## config.mk

```make
export PLATFORM = sky130hd
export DESIGN_NAME = cmt_top
export DESIGN_NICKNAME = d
export VERILOG_FILES = /design/src/rtl/cmt_pkg.sv /design/src/rtl/cmt_prescaler.sv /design/src/rtl/cmt_ctrl.sv /design/src/rtl/cmt_datapath.sv /design/src/rtl/cmt_top.sv
export SDC_FILE = /design/constraint.sdc
export NUM_CORES = 1
export LEC_CHECK = 0
export ABC_AREA = 1
export BUFFER_PORTS_ARGS = -buffer_cell sky130_fd_sc_hd__buf_2
export CORE_AREA = 2 2 107 83
export CTS_CLUSTER_SIZE = 8
export DETAILED_ROUTE_END_ITERATION = 8
export DIE_AREA = 0 0 109 85
export PLACE_DENSITY = 0.73
export RECOVER_POWER = 100
export SLEW_MARGIN = 10
export SYNTH_ARGS = -nofsm -noshare
export SYNTH_HDL_FRONTEND = slang
export SYNTH_SLANG_ARGS = --single-unit
```

## constraint.sdc

```tcl
create_clock -name clk -period 1.9 [get_ports clk]
set_clock_uncertainty 0.15 [all_clocks]
set_input_delay 0.19 -clock clk [delete_from_list [all_inputs] [get_ports clk]]
set_output_delay 0.19 -clock clk [all_outputs]
set_load 0.02 [all_outputs]
```

## src/rtl/cmt_pkg.sv

```systemverilog
package cmt_pkg;
  localparam int CNT_W     = 16;
  localparam int SCALE_W   = 4;
  localparam int MODE_W    = 2;
  localparam int MAX_SCALE = 8;
  localparam int ADDR_W    = 2;

  localparam logic [ADDR_W-1:0] ADDR_CMPA  = 2'd0;
  localparam logic [ADDR_W-1:0] ADDR_CMPB  = 2'd1;
  localparam logic [ADDR_W-1:0] ADDR_COUNT = 2'd2;
  localparam logic [ADDR_W-1:0] ADDR_SETUP = 2'd3;

  localparam int BIT_EN    = 15;
  localparam int BIT_FLAGB = 14;
  localparam int BIT_FLAGA = 13;
  localparam int BIT_LOCK  = 12;
  localparam int MODE_LSB  = 8;

  typedef struct packed {
    logic wrCmpA;
    logic wrCmpB;
    logic wrCount;
    logic divTick;
  } cmt_strobe_t;
endpackage

```

## src/rtl/cmt_prescaler.sv

```systemverilog
module cmt_prescaler
  import cmt_pkg::*;
#(
  parameter int SW   = SCALE_W,
  parameter int MAXS = MAX_SCALE
) (
  input  logic          clk,
  input  logic          rst_n,
  input  logic          enable,
  input  logic          restart,
  input  logic          tickIn,
  input  logic [SW-1:0] scale,
  output logic          divTick
);
  logic [MAXS-1:0] phase;
  logic [MAXS-1:0] mask;
  logic [SW-1:0]   effScale;

  assign effScale = (int'(scale) > MAXS) ? SW'(MAXS) : scale;

  always_comb begin
    for (int i = 0; i < MAXS; i++) mask[i] = (i < int'(effScale));
  end

  assign divTick = enable && tickIn && ((phase & mask) == mask);

  always_ff @(posedge clk) begin
    if (!rst_n || !enable || restart) phase <= '0;
    else if (tickIn)                  phase <= phase + 1'b1;
  end
endmodule

```

## src/rtl/cmt_ctrl.sv

```systemverilog
module cmt_ctrl
  import cmt_pkg::*;
#(
  parameter int DW = CNT_W
) (
  input  logic              clk,
  input  logic              rst_n,
  input  logic              tickIn,
  input  logic              busSel,
  input  logic              busWrite,
  input  logic [ADDR_W-1:0] busAddr,
  input  logic [DW-1:0]     busWdata,
  input  logic              hitA,
  input  logic              hitB,
  output cmt_strobe_t       strobes,
  output logic              wrSetup,
  output logic              countEn,
  output logic              locked,
  output logic              flagA,
  output logic              flagB,
  output logic [SCALE_W-1:0] scale,
  output logic [MODE_W-1:0]  mode,
  output logic              irq
);
  logic wrStb;
  logic unusedWdata;
  logic divTick;

  assign unusedWdata = ^{busWdata[7:4], busWdata[11:10], busWdata[BIT_LOCK]};

  assign wrStb   = busSel && busWrite;
  assign wrSetup = wrStb && (busAddr == ADDR_SETUP);

  assign strobes.wrCmpA  = wrStb && (busAddr == ADDR_CMPA);
  assign strobes.wrCmpB  = wrStb && (busAddr == ADDR_CMPB);
  assign strobes.wrCount = wrStb && (busAddr == ADDR_COUNT);
  assign strobes.divTick = divTick;

  cmt_prescaler #(.SW(SCALE_W), .MAXS(MAX_SCALE)) presc_i (
    .clk     (clk),
    .rst_n   (rst_n),
    .enable  (countEn),
    .restart (strobes.wrCount),
    .tickIn  (tickIn),
    .scale   (scale),
    .divTick (divTick)
  );

  always_ff @(posedge clk) begin
    if (!rst_n) begin
      countEn <= 1'b0;
      locked  <= 1'b0;
      scale   <= '0;
      mode    <= '0;
    end else if (wrSetup) begin
      countEn <= busWdata[BIT_EN];
      locked  <= 1'b1;
      if (!locked) begin
        scale <= busWdata[SCALE_W-1:0];
        mode  <= busWdata[MODE_LSB +: MODE_W];
      end
    end
  end

  always_ff @(posedge clk) begin
    if (!rst_n) begin
      flagA <= 1'b0;
      flagB <= 1'b0;
    end else begin
      flagA <= hitA || (flagA && !(wrSetup && busWdata[BIT_FLAGA]));
      flagB <= hitB || (flagB && !(wrSetup && busWdata[BIT_FLAGB]));
    end
  end

  assign irq = (flagA && mode[0]) || (flagB && mode[1]);
endmodule

```

## src/rtl/cmt_datapath.sv

```systemverilog
module cmt_datapath
  import cmt_pkg::*;
#(
  parameter int DW = CNT_W
) (
  input  logic          clk,
  input  logic          rst_n,
  input  cmt_strobe_t   strobes,
  input  logic [DW-1:0] wdata,
  output logic [DW-1:0] cmpA,
  output logic [DW-1:0] cmpB,
  output logic [DW-1:0] count,
  output logic          hitA,
  output logic          hitB
);
  logic [DW-1:0] nextCount;
  logic          stepping;

  assign nextCount = (count == cmpB) ? '0 : count + 1'b1;
  assign stepping  = strobes.divTick && !strobes.wrCount;
  assign hitA      = stepping && (nextCount == cmpA);
  assign hitB      = stepping && (nextCount == cmpB);

  always_ff @(posedge clk) begin
    if (!rst_n) begin
      cmpA  <= '0;
      cmpB  <= '0;
      count <= '0;
    end else begin
      if (strobes.wrCmpA) cmpA <= wdata;
      if (strobes.wrCmpB) cmpB <= wdata;
      if (strobes.wrCount) count <= wdata;
      else if (stepping)   count <= nextCount;
    end
  end
endmodule

```

## src/rtl/cmt_top.sv

```systemverilog
module cmt_top
  import cmt_pkg::*;
(
  input  logic        clk,
  input  logic        rst_n,
  input  logic        tickIn,
  input  logic        busSel,
  input  logic        busWrite,
  input  logic [1:0]  busAddr,
  input  logic [15:0] busWdata,
  output logic [15:0] busRdata,
  output logic        irqOut
);
  cmt_strobe_t        strobes;
  logic               wrSetupStb;
  logic               countEn;
  logic               setupLocked;
  logic               flagAQ;
  logic               flagBQ;
  logic [SCALE_W-1:0] scaleQ;
  logic [MODE_W-1:0]  modeQ;
  logic [CNT_W-1:0]   cmpAQ;
  logic [CNT_W-1:0]   cmpBQ;
  logic [CNT_W-1:0]   countQ;
  logic               hitA;
  logic               hitB;
  logic [CNT_W-1:0]   setupWord;

  cmt_ctrl #(.DW(CNT_W)) ctrl_i (
    .clk      (clk),
    .rst_n    (rst_n),
    .tickIn   (tickIn),
    .busSel   (busSel),
    .busWrite (busWrite),
    .busAddr  (busAddr),
    .busWdata (busWdata),
    .hitA     (hitA),
    .hitB     (hitB),
    .strobes  (strobes),
    .wrSetup  (wrSetupStb),
    .countEn  (countEn),
    .locked   (setupLocked),
    .flagA    (flagAQ),
    .flagB    (flagBQ),
    .scale    (scaleQ),
    .mode     (modeQ),
    .irq      (irqOut)
  );

  cmt_datapath #(.DW(CNT_W)) dp_i (
    .clk     (clk),
    .rst_n   (rst_n),
    .strobes (strobes),
    .wdata   (busWdata),
    .cmpA    (cmpAQ),
    .cmpB    (cmpBQ),
    .count   (countQ),
    .hitA    (hitA),
    .hitB    (hitB)
  );

  always_comb begin
    setupWord                          = '0;
    setupWord[BIT_EN]                  = countEn;
    setupWord[BIT_FLAGB]               = flagBQ;
    setupWord[BIT_FLAGA]               = flagAQ;
    setupWord[BIT_LOCK]                = setupLocked;
    setupWord[MODE_LSB +: MODE_W]      = modeQ;
    setupWord[SCALE_W-1:0]             = scaleQ;
  end

  always_comb begin
    unique case (busAddr)
      ADDR_CMPA:  busRdata = cmpAQ;
      ADDR_CMPB:  busRdata = cmpBQ;
      ADDR_COUNT: busRdata = countQ;
      default:    busRdata = setupWord;
    endcase
  end
endmodule

```

======== After elaboration in Yosys (flattened, before gate mapping) ========
Cells that the tools add are included.
word-level totals
  output and inout port bits .............. 17
  flip-flop bits (word level) ............. 66
  bits of input ports ..................... 23
cells by class
  reduce and logical (&&, ||, !) cells .... 29
  $add $sub $neg .......................... 2
  bitwise operators ....................... 2
  $lt $le $gt $ge ......................... 9
  equality and inequality tests ........... 7
  multiplexer cells ....................... 5
operators by type and width
  operator                                              number
  equality test 16 bit                                  3
  two-way mux 16 bit                                    3
  one-hot mux 16 bit (3 select lines)                   1
  adder 16 x 1 -> 16 bit, second input constant         1
  logical AND 1 bit                                     16
  < comparator 3 x 4 -> 1 bit, first input constant     4
  adder 8 x 1 -> 8 bit, second input constant           1
  AND 8 bit                                             1
  equality test 8 bit                                   1
  < comparator 1 x 4 -> 1 bit, first input constant     2
  < comparator 2 x 4 -> 1 bit, first input constant     2
  zero test 1 bit                                       5
  logical OR 1 bit                                      5
  equality test 2 bit, second input constant            2
  greater-than comparator 4 bit, second input constant  1
  two-way mux 4 bit                                     1
  equality test 2 x 1 -> 1 bit, second input constant   1
  zero test 2 bit                                       1
  AND reduction 2 bit                                   1
  nonzero test 2 bit                                    1
  inverter 1 bit                                        1

======== Logic depth before layout (Yosys ltp) ========
Gate-level depths: netlist of run 1.
  depth after elaboration ................. 9
  mapped depth ............................ 16
  gate-level depth less buffers ........... 16

======== Cells and area by module ========
From an unflattened synthesis of run 1, not the netlist that was laid out.
second synthesis, totals
  cells, all modules ...................... 734
  area total of the unflattened synthesis .. 4376.7 um^2
modules (own cells, without submodules)
  module         instances  cells each  area an instance (um^2)  sequential area each (um^2)
  cmt_datapath   1          507         3006.6                   960.9
  cmt_prescaler  1          79          495.5                    160.2
  cmt_ctrl       1          62          460.4                    200.2
  cmt_top        1          86          414.1                    0.0

======== Least setup slack after synthesis of run 1 ========
Ideal clock, no wire load.
  path kind ............................... flip-flop to flip-flop
  start ................................... reg dp_i.count[0]
  end ..................................... reg ctrl_i.flagB
  required time ........................... 1.680 ns
  arrival ................................. 1.703 ns
  slack ................................... -0.023 ns
  cell stages (with the launch flop) ...... 15
  clock period less this slack ............ 1.923 ns
  cells stage by stage .................... dfxtp_1 ha_1 nand2_1 nor2_1 nand2_1 nor2_1 xor2_1 nand2_1 nand2_1 nand2_1 nor2_1 nand2_1 nor2_1 nand3_1 a21oi_1
on the way
  word-level cells in the longest chain between the ends .. 5
  elaborated cells on any way between the ends .. 6
ends and longest elaborated chain
  element                                                         RTL line            source
  start, declared                                                 cmt_datapath.sv:12  output logic [DW-1:0] count,
  start signal, assigned                                          cmt_datapath.sv:32  if (strobes.wrCount) count <= wdata;
  start signal, assigned                                          cmt_datapath.sv:33  else if (stepping) count <= nextCount;
  adder 16 x 1 -> 16 bit or equality test 16 bit (tied branches)  cmt_datapath.sv:19  assign nextCount = (count == cmpB) ? '0 : count + 1'b1;
  two-way mux 16 bit *                                            cmt_datapath.sv:19
  equality test 16 bit *                                          cmt_datapath.sv:22  assign hitB = stepping && (nextCount == cmpB);
  logical AND 1 bit *                                             cmt_datapath.sv:22
  logical OR 1 bit *                                              cmt_ctrl.sv:71      flagB <= hitB || (flagB && !(wrSetup && busWdata[BIT_FLAGB]));
  end signal, assigned                                            cmt_ctrl.sv:71
  end, declared                                                   cmt_ctrl.sv:20      output logic flagB,
Mark *: on every way between the ends. The rest lies on a longest branch, timed or not.
A chain may end at the register's enable or synchronous reset.

======== Final worst setup path of run 1 ========
  start ................................... reg dp_i.count[1]
  end ..................................... reg ctrl_i.flagA
on the way
  word-level cells in the longest chain between the ends .. 5
  elaborated cells on any way between the ends .. 6
ends and longest elaborated chain
  element                                                         RTL line            source
  adder 16 x 1 -> 16 bit or equality test 16 bit (tied branches)  cmt_datapath.sv:19
  two-way mux 16 bit *                                            cmt_datapath.sv:19
  equality test 16 bit *                                          cmt_datapath.sv:21  assign hitA = stepping && (nextCount == cmpA);
  logical AND 1 bit *                                             cmt_datapath.sv:21
  logical OR 1 bit *                                              cmt_ctrl.sv:70      flagA <= hitA || (flagA && !(wrSetup && busWdata[BIT_FLAGA]));
  end signal, assigned                                            cmt_ctrl.sv:70
  end, declared                                                   cmt_ctrl.sv:19      output logic flagA,
Marks and branches as above.

==> impl_metrics.py, run 1 <==
metrics = {
    "cts": {
        "insertion_delay_ns": 0.36,
        "root_buffer": "clkbuf_8",
        "cts_max_level": 3,
        "cts_buffer_depth": 2,
        "cts_sinks": 66,
        "clk_pin_slew_worst_paths_ns": 0.07,
        "cts_buffers": 9,
        "cts_tree": "done",
    },
    "synthesis": {
        "netlist_area_um2": 4020,
        "synth_cells": 650,
        "synth-seq-area-share_pct": 32.9,
        "synth.ff_latch_count": 66,
        "yosysUniqueCellTypes": 24,
        "synth_top_area_share_pct": 32.9,
        "synth_area_leader_cell": "dfxtp_1",
        "ys_warn_count": 0,
        "syn_area_per_cell_um2": 6.18,
        "ys_top_cells_by_area": "dfxtp_1, nand2_1, o21ai_0",
        "syn_nets": 675,
    },
    "setup_path": {
        "cp.arrival_ns": 2.28,
        "crit_path_max_fanout": 3,
        "worstSetupPathType": "flop to flop",
        "crit_cells": 13,
        "worstPathCellList": "ha_4 > nand2_4 > nor2_4 > inv_2 > nor2_4 > nand3b_1 > xor2_2 > buf_4 > nand3b_1 > nand3_2 > nor2_2 > nand3_1 > a21oi_1",
        "reg2reg_slack_ns": -0.24,
        "ff2ff_path_depth": 13,
        "crit_buf_inv": 2,
        "crit_path_end_kind": "flop",
        "critPathLaunch": "dp_i.count[1]",
        "setup.worst_path.end": "ctrl_i.flagA",
        "worstSetupStartpointType": "flop",
        "worstReg2RegEnd": "ctrl_i.flagA",
        "cpPeakStageDelay_ns": 0.37,
        "critical_path_required_ns": 2.04,
        "r2r-start": "dp_i.count[1]",
        "cp_slowest_cell": "dfxtp_4",
        "path_delay_family": "simple AND/OR/NAND/NOR gates",
    },
    "floorplanning": {
        "die_w_um": 109,
        "die-area_um2": 9270,
        "rows": 29,
        "dieHeight_um": 85,
        "core_area_um2": 8240,
        "start_util_pct": 48.8,
        "ios": 40,
    },
    "timing": {
        "min_period_over_period_pct": 113,
        "slew-limit-headroom_pct": 57.7,
        "period_needed_ns": 2.14,
        "worstMarginPinSlew_ns": 0.634,
        "whs_ns": 0.00874,
        "worst_slack_ns": -0.241,
        "setup_viol": 4,
        "maxSlewViolCount": 0,
        "clock.fmax_mhz": 467,
        "final_hold_viol_count": 0,
        "rsz0062_at_grt": "true",
    },
    "final_layout": {
        "fill_cells": 710,
        "stdcell_count": 920,
        "n_antenna_cell": 0,
        "drive_gt1_share_pct": 29.7,
        "mostFrequentLayoutCells": "nand2_1, buf_4, inv_1, o21ai_0, a21oi_1",
        "finish.net_count": 832,
        "final_common_cell": "nand2_1",
        "syn_to_final_growth_pct": 43.8,
    },
    "run_status": {
        "violations": "setup timing",
        "outcome": "finished with violations",
    },
    "pwr": {
        "power_mw": 3.69,
        "power_density_nw_per_um2": 640,
        "power_leakage_nw": 2.57,
        "ir_worst_vdd_uv": 533,
    },
    "global_routing": {
        "grt_pass1_wl_mm": 23.7,
        "antenna_found_initial": 0,
        "grt-ovfl-total": 0,
        "grt_util_all_layers_pct": 33.5,
        "grt_max_degree": 30,
        "grt_pass1_vias": 4892,
    },
    "routing": {
        "route.detailed.drc": 0,
        "dr.first_iter.drc_count": 512,
        "detail-route-antenna-nets": 0,
        "dr.pass1.iters": 5,
        "totalWireLength_mm": 15.3,
        "vias": 5093,
        "viasPerCell": 5.54,
        "routedWlPerCell_um": 16.6,
    },
    "placed_design": {
        "placedCellCount": 886,
        "post-place-ws_ns": -0.350,
        "place.gp.congestion": 0.975,
        "port-buffer-count": 39,
        "dp_hpwl_mm": 11.0,
    },
    "hold_path": {
        "hold_path_class": "input port to flop",
    },
    "flow_run": {
        "cap_violations": 0,
    },
}
Yosys cell counts, drive strengths merged:
master	instances
buf	6
a21boi	1
o221ai	7
ha	2
xor2	10
nand3b	8
inv	80
nor3	6
dfxtp	66
a221oi	15
nand4	6
nor2	73
o22ai	11
or2	1
nand2	178
clkbuf	19
a21oi	56
o21ai	72
nand3	33
final cells by class:
type / count / area, um2 / area share [%]
flip-flops and latches: 66 / 1350 / 23.4
multi-input cells: 479 / 2530 / 43.9
well taps: 108 / 135 / 2.34
clock inverters: 5 / 78.8 / 1.37
repair buffers: 171 / 1250 / 21.6
clock buffers: 11 / 131 / 2.28
inverters: 80 / 300 / 5.20
worst min path at each step:
stage                                 end         start  slack [ns]  cells past startpoint
after floorplan              dp_i.cmpA[0]   busWdata[0]        0.17                      2
after global routing      ctrl_i.scale[2]   busWdata[2]        0.04                      3
after CTS                    dp_i.cmpA[2]   busWdata[2]      0.0004                      3
final                        dp_i.cmpA[2]   busWdata[2]       0.009                      3
after detailed placement    dp_i.cmpA[12]  busWdata[12]        0.30                      3
after global placement      dp_i.cmpA[11]  busWdata[11]        0.29                      3
sequential cells by signal (all words and copies together) (netlist names):
register / flops
dp_i.cmpA: 16
dp_i.cmpB: 16
dp_i.count: 16
ctrl_i.presc_i.phase: 8
ctrl_i.scale: 4
ctrl_i.mode: 2
ctrl_i.countEn: 1
ctrl_i.flagA: 1
ctrl_i.flagB: 1
ctrl_i.locked: 1
worst min-delay path: stages:
cell	delay, ns
buf_2	0.11
o21ai_0	0.08
a21oi_1	0.11
routing by layer:
layer	routed length (um)	global-route usage, %
met5	0	0
met3	1320	8.22
met1	6670	44.3
met2	6810	51.7
met4	452	14.8
what timing repair did:
| item | CTS | global route |
|---|---|---|
| buffers inserted | 5 | 1 |
| resized for setup | 42 | 49 |
| setup endpoints to repair | 14 | 20 |
| hold buffers | 13 | 0 |
| hold endpoints to repair | 18 | 0 |
| pin swaps | 17 | 4 |
kinds of logic (layout without fill, tap and decap cells):
| group | count (synthesis) | count (layout) | share of synthesized area, % |
|---|---|---|---|
| compound gates | 162 | 162 | 22.6 |
| xor+xnor | 10 | 10 | 2.18 |
| fa+ha+maj | 2 | 2 | 0.623 |
| buf+inv | 105 | 267 | 10.5 |
| flops | 66 | 66 | 32.9 |
| simple gates | 305 | 305 | 31.2 |
report_power, final:
part	total, mW	switching [mW]	internal [mW]
Clock	1.31	0.575	0.738
Sequential	1.48	0.0455	1.43
Combinational	0.903	0.523	0.380
Total	3.69	1.14	2.55
stage by stage:
| stage | util [%] | cell area [um2] | TNS [ns] |
|---|---|---|---|
| CTS | 68.5 | 5640 | -0.349 |
| global route | 70.1 | 5770 | -1.30 |
| global placement | 62.3 | 5130 | -0.998 |
| finish | 70.1 | 5770 | -0.557 |
| floorplan | - | 4030 | -0.00576 |
| detailed placement | 62.3 | 5130 | -1.60 |
No activity file was read; power rests on OpenSTA's default activity.
==> inputs of run 2 (changes only) <==
ABC_AREA = default   (was 1)
CORE_AREA = 2 2 112 87   (was 2 2 107 83)
DIE_AREA = 0 0 114 89   (was 0 0 109 85)
==> run 2 against run 1 <==
The run still ends with setup timing left; global-route usage up 1.6 points; synthesized area up 11%; die area up 9.5%; maximum frequency down 16%; final cell count down 11%; synthesized cell count down 17%.
==> impl_metrics.py, run 2 <==
metrics = {
    "synthesis": {
        "yosysMostFrequentCell": "nand2_1",
        "synth.ff_latch_count": 66,
        "synth_top_area_share_pct": 29.8,
        "syn_nets": 566,
        "netlist_area_um2": 4440,
        "synth_cells": 541,
        "synth_area_leader_cell": "dfxtp_1",
        "synth-seq-area-share_pct": 29.8,
        "ys_warn_count": 0,
        "synth_edf_count": 0,
        "async_reset_ff_share_pct": 0,
        "synth_flop_cell": "dfxtp_1",
        "ys_top_cells_by_area": "dfxtp_1, nand2_1, xor2_1",
        "ys_top_cells_by_count": "nand2_1, dfxtp_1, nor2_1",
        "yosysUniqueCellTypes": 63,
        "syn_area_per_cell_um2": 8.21,
    },
    "final_layout": {
        "drive_gt1_share_pct": 40.0,
        "final_common_cell": "buf_4",
        "n_antenna_cell": 0,
        "mostFrequentLayoutCells": "buf_4, nand2_1, dfxtp_1",
        "stdcell_count": 820,
        "fill_cells": 569,
        "syn_to_final_growth_pct": 53.7,
        "top_regs": "dp_i.cmpA: 16 flops, dp_i.cmpB: 16 flops, dp_i.count: 16 flops",
        "finish.net_count": 730,
        "finalCoreUtilization_pct": 76.4,
    },
    "timing": {
        "worst_slack_ns": -0.650,
        "period_needed_ns": 2.55,
        "final_hold_viol_count": 0,
        "worstMarginPinSlew_ns": 0.917,
        "setup_viol": 21,
        "whs_ns": 0.00913,
        "maxSlewViolCount": 0,
        "rsz0062_at_grt": "true",
        "slew-limit-headroom_pct": 38.8,
        "min_period_over_period_pct": 134,
        "clock.fmax_mhz": 392,
    },
    "floorplanning": {
        "core_area_um2": 8930,
        "dieHeight_um": 89,
        "rows": 30,
        "die_w_um": 114,
        "start_util_pct": 49.7,
        "ios": 40,
        "die-area_um2": 10100,
    },
    "cts": {
        "insertion_delay_ns": 0.34,
        "cts_tree": "done",
        "root_buffer": "clkbuf_16",
        "cts_sinks": 66,
        "clk_pin_slew_worst_paths_ns": 0.05,
        "cts_max_level": 3,
        "cts_buffers": 9,
        "cts_buffer_depth": 2,
    },
    "routing": {
        "vias": 5123,
        "detail-route-antenna-nets": 0,
        "dr.pass1.iters": 5,
        "routedWlPerCell_um": 21.5,
        "dr.first_iter.drc_count": 637,
        "totalWireLength_mm": 17.6,
        "viasPerCell": 6.25,
        "route.detailed.drc": 0,
    },
    "setup_path": {
        "cpPeakStageDelay_ns": 0.39,
        "worstSetupPathType": "flop to flop",
        "critical_path_required_ns": 1.98,
        "worstSetupStartpointType": "flop",
        "crit_path_max_fanout": 3,
        "cp_slowest_cell": "nor4_4",
        "cp.arrival_ns": 2.63,
        "crit_top_cell": "buf_4",
        "worstPathCellList": "xor2_2 > nor4_4 > buf_4 > nand4_1 > buf_4 > buf_6 > a22oi_2 > o32a_1 > nor4_2 > a31o_2",
        "crit_path_end_kind": "flop",
    },
    "global_routing": {
        "grt_max_degree": 60,
        "antenna_found_initial": 0,
        "grt_pass1_wl_mm": 26.7,
        "grt_pass1_vias": 4958,
        "grt_util_all_layers_pct": 35.1,
        "grt-ovfl-total": 0,
    },
    "pwr": {
        "pwr-share-seq_pct": 35.0,
        "sw_frac_of_total_pct": 28.8,
        "power_mw": 4.17,
        "power_frac_clock_pct": 38.5,
        "power_density_nw_per_um2": 611,
        "p_sw_mw": 1.20,
        "p_int_mw": 2.97,
        "power_leakage_nw": 2.81,
        "ir_worst_vdd_uv": 523,
        "power_frac_comb_pct": 26.5,
    },
    "flow_run": {
        "cap_violations": 0,
    },
    "run_status": {
        "violations": "setup timing",
        "outcome": "finished with violations",
    },
    "placed_design": {
        "port-buffer-count": 39,
        "dp_hpwl_mm": 11.2,
        "place.gp.congestion": 0.960,
        "placedCellCount": 764,
    },
    "hold_path": {
        "hold_path_class": "input port to flop",
    },
}
## run 2: changes by cell type after synthesis, sizes merged, moves of 14 or more
| cell | change |
|---|---|
| inv | -75 |
| o211a | +14 |
| a221oi | -15 |
| nand2 | -79 |
| a21oi | -46 |
| a21boi | +32 |
| mux2i | +14 |
| o21ai | -43 |
| xnor2 | +20 |
| nor2 | -39 |
| xor2 | +22 |
## run 2: final cells by class
class                   count  area, um2  area share [%]
multi-input cells         428       3410            49.9
repair buffers            195       1620            23.7
flip-flops and latches     66       1370            20.0
clock buffers              11        233            3.41
well taps                 112        140            2.05
clock inverters             3       41.3           0.605
inverters                   5       18.8           0.275
## run 2: logic make-up (layout without fill, tap and decap cells)
family                   Yosys count  after routing  share of synthesized area [%]
AND/OR/NAND/NOR                  220            220                           24.6
AO/OA/AOI/OAI                    130            130                           21.5
flip-flops                        66             66                           29.8
XOR/XNOR                          52             52                           10.3
buffers and inverters             47            214                           5.10
multiplexers                      24             24                           8.23
adder cells (fa/ha/maj)            2              2                          0.563
## run 2: critical path, delay by kind of cell, from the launching register on
family / cells / cell delay [ns]
flip-flops: 1 / 0.33
buffers and inverters: 3 / 0.52
AND/OR/NAND/NOR: 3 / 0.65
XOR/XNOR: 1 / 0.19
AO/OA/AOI/OAI: 3 / 0.58
## run 2: what timing repair did
action | 4_1_cts | 5_1_grt
hold buffers | 14 | 0
cloned | 4 | 2
buffers inserted | 18 | 9
endpoints found under the hold margin | 34 | 0
setup endpoints to repair | 19 | 20
gates resized for setup | 109 | 40
pin swaps | 32 | 17
## run 2: metal layers
layer | share of wire (%) | wire length [um] | track usage, %
met1 | 40 | 7020 | 45.5
met2 | 44 | 7820 | 56.2
met3 | 12 | 2060 | 9.22
met4 | 4.2 | 738 | 14.7
met5 | 0 | 0 | 0
## run 2: path summary, 6_finish.rpt
path / end / startpoint / depth (start not counted) / slack (ns)
hold reg to reg: dp_i.cmpA[0] / dp_i.cmpA[0] / 2 / 0.36
hold / removal: dp_i.cmpB[3] / busWdata[3] / 3 / 0.009
setup reg to reg: ctrl_i.flagA / dp_i.cmpB[5] / 10 / -0.65
setup / recovery: ctrl_i.flagA / dp_i.cmpB[5] / 10 / -0.65
## run 2: power groups by stage
stage	clock network, mW	registers, mW	logic [mW]
6_report	1.61	1.46	1.10
4_1_cts	1.61	1.46	0.926
3_3_place_gp	0	1.48	0.724
5_1_grt	1.67	1.46	1.16
2_1_floorplan	0	1.47	0.471
3_5_place_dp	0	1.48	0.736
## run 2: through the flow
step | TNS (ns) | worst slack, ns | area, um2
2_1_floorplan | -2.62 | -0.387 | 4530
3_3_place_gp | -6.00 | -0.555 | 5520
3_5_place_dp | -6.71 | -0.598 | 5520
4_1_cts | -6.69 | -0.519 | 6620
5_1_grt | -10.36 | -0.688 | 6830
6_report | -9.37 | -0.650 | 6830
